File: src/rtl/i2cs_pkg.sv
package i2cs_pkg;

   typedef enum logic [3:0] {
      ST_IDLE,
      ST_ADDR,
      ST_ADDR_ACK,
      ST_PTR,
      ST_PTR_ACK,
      ST_WDATA,
      ST_WDATA_ACK,
      ST_RDATA,
      ST_RACK
   } i2cs_state_e;

   typedef struct packed {
      logic start;
      logic stop;
      logic rise;
      logic fall;
   } bus_evt_t;

endpackage

File: src/rtl/i2cs_line_mon.sv
module i2cs_line_mon
   import i2cs_pkg::*;
#(
   parameter int SYNC_STAGES = 2
) (
   input  logic     clk,
   input  logic     rst_n,
   input  logic     scl_i,
   input  logic     sda_i,
   output bus_evt_t evt,
   output logic     scl_lvl,
   output logic     sda_lvl
);

   logic [SYNC_STAGES-1:0] scl_ff;
   logic [SYNC_STAGES-1:0] sda_ff;
   logic                   scl_d;
   logic                   sda_d;

   for (genvar s = 0; s < SYNC_STAGES; s++) begin : g_sync
      if (s == 0) begin : g_first
         always_ff @(posedge clk or negedge rst_n) begin
            if (!rst_n) begin
               scl_ff[0] <= 1'b1;
               sda_ff[0] <= 1'b1;
            end else begin
               scl_ff[0] <= scl_i;
               sda_ff[0] <= sda_i;
            end
         end
      end else begin : g_next
         always_ff @(posedge clk or negedge rst_n) begin
            if (!rst_n) begin
               scl_ff[s] <= 1'b1;
               sda_ff[s] <= 1'b1;
            end else begin
               scl_ff[s] <= scl_ff[s-1];
               sda_ff[s] <= sda_ff[s-1];
            end
         end
      end
   end

   always_ff @(posedge clk or negedge rst_n) begin
      if (!rst_n) begin
         scl_d <= 1'b1;
         sda_d <= 1'b1;
      end else begin
         scl_d <= scl_lvl;
         sda_d <= sda_lvl;
      end
   end

   assign scl_lvl   = scl_ff[SYNC_STAGES-1];
   assign sda_lvl   = sda_ff[SYNC_STAGES-1];
   assign evt.start = scl_lvl & scl_d & sda_d & ~sda_lvl;
   assign evt.stop  = scl_lvl & scl_d & ~sda_d & sda_lvl;
   assign evt.rise  = scl_lvl & ~scl_d;
   assign evt.fall  = ~scl_lvl & scl_d;

   // at most one bus event per system clock
   a_r1_single_event: assert property (@(posedge clk) disable iff (!rst_n)
      $onehot0({evt.start, evt.stop, evt.rise, evt.fall}));

endmodule

File: src/rtl/i2cs_regs.sv
module i2cs_regs #(
   parameter int         NUM_REGS = 24,
   parameter int         AW       = 8,
   parameter logic [7:0] OOB_VAL  = 8'h00
) (
   input  logic          clk,
   input  logic          rst_n,
   input  logic          bus_we,
   input  logic [AW-1:0] bus_addr,
   input  logic [7:0]    bus_wdata,
   input  logic [AW-1:0] bus_raddr,
   output logic [7:0]    bus_rdata,
   input  logic          loc_we,
   input  logic [AW-1:0] loc_addr,
   input  logic [7:0]    loc_wdata,
   output logic [7:0]    loc_rdata
);

   localparam logic [AW:0] LIMIT = (AW+1)'(NUM_REGS);

   logic [NUM_REGS*8-1:0] flat;

   for (genvar i = 0; i < NUM_REGS; i++) begin : g_reg
      logic [7:0] q;
      always_ff @(posedge clk or negedge rst_n) begin
         if (!rst_n)
            q <= 8'h00;
         else if (bus_we && bus_addr == AW'(i))
            q <= bus_wdata;
         else if (loc_we && loc_addr == AW'(i))
            q <= loc_wdata;
      end
      assign flat[i*8 +: 8] = q;
   end

   function automatic logic [7:0] pick(input logic [AW-1:0] a, input logic [NUM_REGS*8-1:0] v);
      logic [7:0] d;
      d = OOB_VAL;
      for (int i = 0; i < NUM_REGS; i++)
         if (a == AW'(i)) d = v[i*8 +: 8];
      return d;
   endfunction

   assign bus_rdata = pick(bus_raddr, flat);
   assign loc_rdata = pick(loc_addr, flat);

   // the engine never presents an out-of-range bus write
   a_r7_bus_write_in_range: assert property (@(posedge clk) disable iff (!rst_n)
      bus_we |-> ({1'b0, bus_addr} < LIMIT));

endmodule

File: src/rtl/i2cs_engine.sv
module i2cs_engine
   import i2cs_pkg::*;
#(
   parameter logic [6:0] DEV_ADDR = 7'h48,
   parameter int         NUM_REGS = 24,
   parameter int         AW       = 8
) (
   input  logic          clk,
   input  logic          rst_n,
   input  bus_evt_t      evt,
   input  logic          scl_lvl,
   input  logic          sda_lvl,
   output logic          sda_oe,
   output logic          wr_en,
   output logic [AW-1:0] wr_addr,
   output logic [7:0]    wr_data,
   output logic [AW-1:0] rd_addr,
   input  logic [7:0]    rd_data
);

   localparam logic [AW:0] LIMIT = (AW+1)'(NUM_REGS);

   i2cs_state_e   state;
   logic [3:0]    bitcnt;
   logic [7:0]    shreg;
   logic          rw;
   logic          mack;
   logic [AW-1:0] ptr;
   logic          byte_done;

   assign byte_done = evt.fall && (bitcnt == 4'd8);
   assign wr_en     = (state == ST_WDATA) && byte_done && ({1'b0, ptr} < LIMIT);
   assign wr_addr   = ptr;
   assign wr_data   = shreg;
   assign rd_addr   = (state == ST_RACK) ? ptr + AW'(1) : ptr;

   always_ff @(posedge clk or negedge rst_n) begin
      if (!rst_n) begin
         state  <= ST_IDLE;
         bitcnt <= '0;
         shreg  <= '0;
         rw     <= 1'b0;
         mack   <= 1'b0;
         ptr    <= '0;
         sda_oe <= 1'b0;
      end else if (evt.stop) begin
         state  <= ST_IDLE;
         bitcnt <= '0;
         ptr    <= '0;
         sda_oe <= 1'b0;
      end else if (evt.start) begin
         state  <= ST_ADDR;
         bitcnt <= '0;
         sda_oe <= 1'b0;
      end else begin
         unique case (state)
            ST_IDLE: ;
            ST_ADDR, ST_PTR, ST_WDATA: begin
               if (evt.rise) begin
                  shreg  <= {shreg[6:0], sda_lvl};
                  bitcnt <= bitcnt + 4'd1;
               end else if (byte_done) begin
                  if (state == ST_ADDR) begin
                     if (shreg[7:1] == DEV_ADDR) begin
                        rw     <= shreg[0];
                        sda_oe <= 1'b1;
                        state  <= ST_ADDR_ACK;
                     end else begin
                        state  <= ST_IDLE;
                     end
                  end else if (state == ST_PTR) begin
                     ptr    <= shreg[AW-1:0];
                     sda_oe <= 1'b1;
                     state  <= ST_PTR_ACK;
                  end else begin
                     ptr    <= ptr + AW'(1);
                     sda_oe <= 1'b1;
                     state  <= ST_WDATA_ACK;
                  end
               end
            end
            ST_ADDR_ACK: begin
               if (evt.fall) begin
                  bitcnt <= '0;
                  if (rw) begin
                     shreg  <= rd_data;
                     sda_oe <= ~rd_data[7];
                     state  <= ST_RDATA;
                  end else begin
                     sda_oe <= 1'b0;
                     state  <= ST_PTR;
                  end
               end
            end
            ST_PTR_ACK, ST_WDATA_ACK: begin
               if (evt.fall) begin
                  bitcnt <= '0;
                  sda_oe <= 1'b0;
                  state  <= ST_WDATA;
               end
            end
            ST_RDATA: begin
               if (evt.rise) begin
                  bitcnt <= bitcnt + 4'd1;
               end else if (byte_done) begin
                  sda_oe <= 1'b0;
                  state  <= ST_RACK;
               end else if (evt.fall) begin
                  shreg  <= {shreg[6:0], 1'b0};
                  sda_oe <= ~shreg[6];
               end
            end
            ST_RACK: begin
               if (evt.rise) begin
                  mack <= ~sda_lvl;
               end else if (evt.fall) begin
                  if (mack) begin
                     ptr    <= ptr + AW'(1);
                     shreg  <= rd_data;
                     sda_oe <= ~rd_data[7];
                     bitcnt <= '0;
                     state  <= ST_RDATA;
                  end else begin
                     state  <= ST_IDLE;
                  end
               end
            end
            default: state <= ST_IDLE;
         endcase
      end
   end

   // the block starts pulling SDA only while SCL is low
   a_r9_drive_on_low: assert property (@(posedge clk) disable iff (!rst_n)
      $rose(sda_oe) |-> !scl_lvl);

   // an idle engine never holds the line
   a_r2_idle_released: assert property (@(posedge clk) disable iff (!rst_n)
      (state == ST_IDLE) |-> !sda_oe);

   // a stop leaves the pointer at zero
   a_r6_stop_clears_ptr: assert property (@(posedge clk) disable iff (!rst_n)
      evt.stop |=> (ptr == '0));

   // each stored byte advances the pointer
   a_r3_write_advances: assert property (@(posedge clk) disable iff (!rst_n)
      wr_en |=> (ptr == $past(ptr) + AW'(1)));

   // a master ACK advances the pointer
   a_r4_ack_advances: assert property (@(posedge clk) disable iff (!rst_n)
      (state == ST_RACK && evt.fall && mack) |=> (ptr == $past(ptr) + AW'(1)));

   // a master NACK keeps the pointer
   a_r5_nack_holds: assert property (@(posedge clk) disable iff (!rst_n)
      (state == ST_RACK && evt.fall && !mack) |=> (ptr == $past(ptr)));

endmodule

File: src/rtl/i2cs_regfile_top.sv
module i2cs_regfile_top #(
   parameter logic [6:0] DEV_ADDR    = 7'h48,
   parameter int         NUM_REGS    = 24,
   parameter int         AW          = 8,
   parameter int         SYNC_STAGES = 2,
   parameter logic [7:0] OOB_VAL     = 8'h00
) (
   input  logic          clk,
   input  logic          rst_n,
   input  logic          scl_i,
   input  logic          sda_i,
   output logic          sda_oe_o,
   input  logic [AW-1:0] loc_addr_i,
   input  logic          loc_we_i,
   input  logic [7:0]    loc_wdata_i,
   output logic [7:0]    loc_rdata_o
);

   import i2cs_pkg::*;

   if (AW < 1 || AW > 8) begin : g_bad_aw
      $error("AW must lie in 1..8");
   end
   if (NUM_REGS < 1 || NUM_REGS > (1 << AW)) begin : g_bad_regs
      $error("NUM_REGS must fit the pointer width");
   end
   if (SYNC_STAGES < 2) begin : g_bad_sync
      $error("SYNC_STAGES must be at least 2");
   end

   bus_evt_t      evt;
   logic          scl_lvl;
   logic          sda_lvl;
   logic          wr_en;
   logic [AW-1:0] wr_addr;
   logic [7:0]    wr_data;
   logic [AW-1:0] rd_addr;
   logic [7:0]    rd_data;

   i2cs_line_mon #(
      .SYNC_STAGES (SYNC_STAGES)
   ) u_mon (
      .clk     (clk),
      .rst_n   (rst_n),
      .scl_i   (scl_i),
      .sda_i   (sda_i),
      .evt     (evt),
      .scl_lvl (scl_lvl),
      .sda_lvl (sda_lvl)
   );

   i2cs_engine #(
      .DEV_ADDR (DEV_ADDR),
      .NUM_REGS (NUM_REGS),
      .AW       (AW)
   ) u_eng (
      .clk     (clk),
      .rst_n   (rst_n),
      .evt     (evt),
      .scl_lvl (scl_lvl),
      .sda_lvl (sda_lvl),
      .sda_oe  (sda_oe_o),
      .wr_en   (wr_en),
      .wr_addr (wr_addr),
      .wr_data (wr_data),
      .rd_addr (rd_addr),
      .rd_data (rd_data)
   );

   i2cs_regs #(
      .NUM_REGS (NUM_REGS),
      .AW       (AW),
      .OOB_VAL  (OOB_VAL)
   ) u_regs (
      .clk       (clk),
      .rst_n     (rst_n),
      .bus_we    (wr_en),
      .bus_addr  (wr_addr),
      .bus_wdata (wr_data),
      .bus_raddr (rd_addr),
      .bus_rdata (rd_data),
      .loc_we    (loc_we_i),
      .loc_addr  (loc_addr_i),
      .loc_wdata (loc_wdata_i),
      .loc_rdata (loc_rdata_o)
   );

endmodule

File: config.mk
export PLATFORM = sky130hd
export DESIGN_NAME = i2cs_regfile_top
export DESIGN_NICKNAME = d
export VERILOG_FILES = /design/src/rtl/i2cs_pkg.sv /design/src/rtl/i2cs_line_mon.sv /design/src/rtl/i2cs_regs.sv /design/src/rtl/i2cs_engine.sv /design/src/rtl/i2cs_regfile_top.sv
export SDC_FILE = /design/constraint.sdc
export NUM_CORES = 1
export LEC_CHECK = 0
export ABC_AREA = 1
export BUFFER_PORTS_ARGS = -buffer_cell sky130_fd_sc_hd__buf_2
export CAP_MARGIN = 20
export CORE_UTILIZATION = 65
export CTS_CLUSTER_SIZE = 30
export DETAILED_ROUTE_END_ITERATION = 7
export GPL_TIMING_DRIVEN = 0
export PLACE_DENSITY = 0.86
export REMOVE_ABC_BUFFERS = 1
export SETUP_SLACK_MARGIN = 0.2
export SYNTH_ARGS = -nofsm -noshare
export SYNTH_HDL_FRONTEND = slang
export SYNTH_SLANG_ARGS = --single-unit
File: constraint.sdc
create_clock -name clk -period 4.2 [get_ports clk]
set_input_delay 0.63 -clock clk [delete_from_list [all_inputs] [get_ports clk]]
set_output_delay 0.63 -clock clk [all_outputs]
set_load 0.01 [all_outputs]
Yosys cells after proc, flatten, opt, wreduce, memory -nomap -nowiden. Index checks and enable logic that the tools add are counted.

Flip-flop bits (word level): 225.

$add $sub $neg: 2. Magnitude comparators: 1. Equal/unequal tests: 109. Mux-type cells: 157. Bitwise gates (word level): 16. Reduce and logical (&&, ||, !) cells: 94.

Operators with widths (count): $mux W8 (115); $eq A8 B4 Y1 const B (24); $eq A8 B5 Y1 const B (24); $eq A8 B3 Y1 const B (12); $mux W4 (18); $logic_and A1 B1 Y1 (51); $eq A8 B2 Y1 const B (6); $reduce_bool A2 Y1 (24); $pmux W8 S4 (1); $eq A8 B1 Y1 const B (3); $logic_not A8 Y1 (3); $ne A4 B3 Y1 const B (6); $pmux W4 S6 (1); $eq A4 B3 Y1 const B (4); $pmux W8 S2 (1); $mux W1 (15); $ne A3 B3 Y1 const B (4); $ne A4 B4 Y1 const B (3); $pmux W4 S3 (1); $reduce_and A12 Y1 (1); $reduce_and A11 Y1 (1); $ne A2 B1 Y1 const B (5); $ne A2 B2 Y1 const B (5); $ne A3 B2 Y1 const B (3); other kinds (28) (48).

Logic depth before layout (Yosys ltp).
Word-level depth: 34. Depth in mapped cells: 26.

Cells and area by module. Synthesis repeated with hierarchy kept, for this count alone.

Cell total of the unflattened synthesis: 2139. Area total of the unflattened synthesis: 14719.1 µm².

By module, submodules not included: i2cs_regs (times used 1, cells an instance 1771, area an instance 12295.5 µm², sequential area each 4804.6 µm²); i2cs_engine (times used 1, cells an instance 351, area an instance 2224.6 µm², sequential area each 675.6 µm²); i2cs_line_mon (times used 1, cells an instance 17, area an instance 198.9 µm², sequential area each 157.7 µm²).

Worst setup path after synthesis. Ideal clock, no wire load.

Path kind: input to output. Start: input port loc_addr_i[7]. End: output port loc_rdata_o[3]. Arrival time: 2589 ps. Path slack: 981 ps. Stages on the path: 15. Buffers on the path: 2. Path through: inv_1 -> nand3_1 -> buf_2 -> nor2_1 -> inv_1 -> clkbuf_1 -> o21ai_0 -> o22ai_1 -> o2111ai_1 -> nor4_1 -> o2111ai_1 -> a2111oi_0 -> nand3_1 -> nor2_1 -> nand4_1.

Word-level cells in the longest chain between the ends: 25. Elaborated cells on any way between the ends: 48. Those cells by class: 23 x eq/ne; 24 x mux; 1 x reduce/logical.

Ends and longest elaborated chain: start, declared (RTL line i2cs_regfile_top.sv:13) `input logic [AW-1:0] loc_addr_i,`; $logic_not A8 Y1 (RTL line i2cs_regs.sv:40) `if (a == AW'(i)) d = v[i*8 +: 8];`; $mux W8 (23 in series) (RTL line i2cs_regs.sv:40); $mux W8 * (RTL line i2cs_regs.sv:40); end, declared (RTL line i2cs_regfile_top.sv:16) `output logic [7:0] loc_rdata_o`.

Every way passes the cells marked *; elsewhere a longest branch is shown, timed or not.

Worst setup path in the final report.
Start: input port loc_addr_i[0]. End: output port loc_rdata_o[4].

Same word-level chain as after synthesis.

==> results by group <==
STA
  • Post-route setup slack: about 0.0074 ns
  • Least-Margin Pin Slew: between 1 and 1.5 ns
  • Worst Skew: roughly 0.023 ns
  • Final worst-path cycle share: 0.998
  • Pins Over Slew Limit: 0
  • Hold slack: about 0.11 ns
  • Timing-limited maximum frequency: roughly 240 MHz
  • Count of endpoints failing hold in the final timing report: 0
  • Worst max-slew margin expressed relative to the limit: 0.198
  • Minimum clock period: 4.19 ns
  • TNS Setup: 0 ns
  • Endpoints failing setup: 0
  • Setup repair after global routing missed its margin: true

Setup path
  • Critical path data arrival time: 3.56 ns
  • Worst reg-to-reg path cell count: 26
  • RR Startpoint: u_eng.wr_addr[0]
  • Largest driver fanout on the critical path: 6
  • Setup CP Type: input port to output port
  • Data required time of the critical path: 3.57 ns
  • Worst R2R End: u_eng.wr_data[3]
  • Critical path capture point type: output port
  • Register-to-Register Setup Slack: 0.32 ns
  • Element type at the critical path start: input port

Placement
  • Count of input and output buffers: 29
  • Setup slack at placement: -0.622 ns
  • Placer's final routability congestion estimate: 1.01
  • HPWL reported at the end of detailed placement: between 30 and 40 mm

Routing
  • Wire length reported by the detailed router: 51.6 mm
  • First-pass DRT Iterations: 8
  • Iteration-0 DRC count of the detailed router: 2448
  • Routed wirelength normalized by instance count: 22.9 um
  • Vias/cell: 7.11
  • Post-route DRC: 12
  • Number of vias in the routed layout: 16000
  • Number of nets with antenna violations after routing: 0

Global route
  • Vias in the first global route: 14700
  • GR Overflow Total: 0
  • Initial antenna violation count: 1
  • Wire length of the first global-routing pass: between 70 and 80 mm
  • Largest net degree at the start of global routing: 116
  • Total global-route track usage: 0.452

Floorplan
  • Core ar.: 0.0212 mm^2
  • Overall die width: about 150 um
  • Starting density of the core: 0.668
  • Count of pins on the block boundary: 30
  • Number of standard-cell rows in the floorplan: 53
  • Vert. Die Dim: 149 um
  • Floorplan die area: 0.0223 mm^2

Yosys
  • Most instantiated library cell after synthesis: sky130_fd_sc_hd__nand2_1
  • Most used standard cells in the synthesized netlist: sky130_fd_sc_hd__nand2_1 (354), sky130_fd_sc_hd__inv_1 (274), sky130_fd_sc_hd__nand3_1 (256)
  • Post-synth top area share: 0.388
  • Sequential element share of the synthesized area: 0.399
  • Main combinational cell family by area after synthesis: simple AND/OR/NAND/NOR gates
  • Register bit total from synthesis: 225
  • Yosys top cell by area: sky130_fd_sc_hd__dfrtp_1
  • Most used flip-flop cell after synthesis: sky130_fd_sc_hd__dfrtp_1
  • Biggest area contributors in the synthesized netlist: sky130_fd_sc_hd__dfrtp_1 (39%), sky130_fd_sc_hd__o221ai_1 (10%), sky130_fd_sc_hd__nand2_1 (9.4%)
  • Average size of a mapped cell: approximately 7.4 um^2
  • Count of cell types in the netlist: between 40 and 50
  • Warning count from the yosys run: 0
  • Syn Std Cell Area: 0.0141 mm^2
  • Fraction of registers with async set/reset: 1.00
  • Synth Area in Simple Gates: 0.297
  • Synth Instances: 1922
  • Number of flops mapped to enable cells by yosys: 0
  • Xor/xnor share of the synthesized area: 0.000620
  • Synthesized-area fraction occupied by ao, oa, aoi and oai cells: 0.198
  • Adder-cell share of the synthesized area: 0.00531
  • Multiplexer share of the synthesized area: 0.00142

Finish
  • Final-layout fill cell count: 1486
  • Area taken by flip-flops and latches: roughly 0.0056 mm^2
  • Multi-input gate area: 0.00763 mm^2
  • ANT cells: 0
  • Fraction of layout instances using a drive strength above 1: 0.144
  • Layout Area Growth over Synthesis: 15.2%
  • Final layout net count: 1990

Power
  • Internal power: 4.36 mW
  • Share of power burned in combinational logic: 0.342
  • Cell area power density: between 400 and 500 mW/mm^2
  • Worst vdd ir: ~0.0004 V
  • Switching Fraction: 0.404
  • Cell leakage power: 7.34 nW
  • Proportion of power drawn by the clock network: 0.307
  • Register share of total power: 0.352
  • Switching power of the nets: 2.95 mW

Clock network
  • CTS Sinks: approximately 230
  • TritonCTS clock tree: yes
  • Clk_lat worst skew: 0.55 ns
  • Number of buffers on the longest clock path: 3
  • H-tree level count: 1
  • Library cell used as clock root buffer: sky130_fd_sc_hd__clkbuf_16
  • Inserted Clock Buffers: 25
  • Reg clk slew, reported paths: roughly 0.070 ns

Outcome
  • Run status: finished with violations
  • Failing checks: design-rule violations

Hold path
  • Worst hold path class: input port to asynchronous set/reset pin

Flow run
  • # Max-Cap Violations: 0
cells by family (layout without fill, tap and decap cells):
family | count (synthesis) | after routing
muxes | 2 | 2
adders and majority gates | 6 | 6
xor gates and xnor gates | 1 | 1
and+or+nand+nor | 939 | 939
AOI/OAI and AO/OA | 385 | 385
DFF | 225 | 225
buffers and inverters | 364 | 423
registers in the layout, summed over array words and instances (netlist names), 4 cells and up:
name,count
u_eng.state,4
u_eng.wr_addr,8
u_eng.bitcnt,4
u_regs.g.q,192
u_eng.wr_data,8
cell usage in the layout, fill, tap and decap left out, types with 23 or more instances in the layout:
cell / synthesis / layout
sky130_fd_sc_hd__nand4_1: 54 / 54
sky130_fd_sc_hd__nor2_1: 203 / 179
sky130_fd_sc_hd__dfrtp_1: 219 / 217
sky130_fd_sc_hd__nor3_1: 34 / 23
sky130_fd_sc_hd__buf_4: 3 / 53
sky130_fd_sc_hd__o21ai_1: 16 / 26
sky130_fd_sc_hd__o21ai_0: 50 / 30
sky130_fd_sc_hd__o211ai_1: 33 / 33
sky130_fd_sc_hd__o221ai_1: 161 / 161
sky130_fd_sc_hd__nand3_1: 256 / 249
sky130_fd_sc_hd__clkbuf_16: 0 / 25
sky130_fd_sc_hd__inv_1: 274 / 261
sky130_fd_sc_hd__a21oi_1: 66 / 59
sky130_fd_sc_hd__nor2_2: 13 / 25
sky130_fd_sc_hd__nand2_1: 354 / 347
how the worst max path moves through the flow:
| stage | from | to | depth (start not counted) |
|---|---|---|---|
| 4_1_cts | loc_addr_i[1] | loc_rdata_o[3] | 14 |
| 2_1_floorplan | u_mon.scl_d | u_regs.g_reg[11].q[1] | 9 |
| 3_5_place_dp | loc_addr_i[5] | loc_rdata_o[3] | 14 |
| 6_report | loc_addr_i[0] | loc_rdata_o[4] | 19 |
| 5_1_grt | loc_addr_i[0] | loc_rdata_o[3] | 19 |
| 3_3_place_gp | rst_n | u_regs.g_reg[17].q[0] | 1 |
power groups by stage:
stage	clock network [mW]	logic [mW]	registers, mW
floorplan	0	1.26	2.55
global placement	0	2.07	2.59
detailed placement	0	2.20	2.59
CTS	2.21	2.22	2.56
global route	2.30	2.64	2.59
finish	2.24	2.50	2.57
layer usage:
metal,track usage,wire length [um]
met5,0,14
met1,0.596,18000
met3,0.103,7100
met2,0.692,22900
met4,0.243,3530
worst max-delay path, stage by stage:
cell                        delay, ns
sky130_fd_sc_hd__buf_8           0.11
sky130_fd_sc_hd__inv_4           0.08
sky130_fd_sc_hd__nor2_4          0.06
sky130_fd_sc_hd__inv_2           0.11
sky130_fd_sc_hd__nor2_4          0.04
sky130_fd_sc_hd__inv_2           0.08
sky130_fd_sc_hd__nor2_4          0.06
sky130_fd_sc_hd__clkinv_4        0.08
sky130_fd_sc_hd__clkbuf_4        0.18
sky130_fd_sc_hd__o21ai_0         0.11
sky130_fd_sc_hd__o22ai_1         0.19
sky130_fd_sc_hd__nand4_1         0.28
sky130_fd_sc_hd__nor4_4          0.40
sky130_fd_sc_hd__o2111ai_2       0.22
sky130_fd_sc_hd__a211oi_2        0.29
sky130_fd_sc_hd__o2111ai_2       0.18
sky130_fd_sc_hd__o22ai_2         0.18
sky130_fd_sc_hd__nand3_2         0.11
sky130_fd_sc_hd__buf_2           0.15
stage by stage:
stage / cells / utilization / cell area [um^2] / total power, mW
5_1_grt: 2256 / 0.770 / 16300 / 7.54
2_1_floorplan: 1846 / - / 13800 / 3.81
3_3_place_gp: 2150 / 0.676 / 14300 / 4.66
6_report: 2256 / 0.770 / 16300 / 7.31
3_5_place_dp: 2156 / 0.683 / 14500 / 4.79
4_1_cts: 2217 / 0.737 / 15600 / 6.99
timing repair:
| action | CTS | global route |
|---|---|---|
| hold buffers | 0 | 0 |
| setup buffers | 16 | 36 |
| resized for setup | 57 | 110 |
| pin swaps | 26 | 51 |
| setup endpoints to repair | 42 | 27 |
final cells by class:
class | instances | area share
multi-input cells | 1333 | 0.469
repair buffers | 90 | 0.0471
clock buffers | 38 | 0.0439
clock inverters | 7 | 0.00553
inverters | 288 | 0.0670
flip-flops and latches | 225 | 0.346
well taps | 275 | 0.0211
Note: power is estimated with default switching activity, not from simulation.
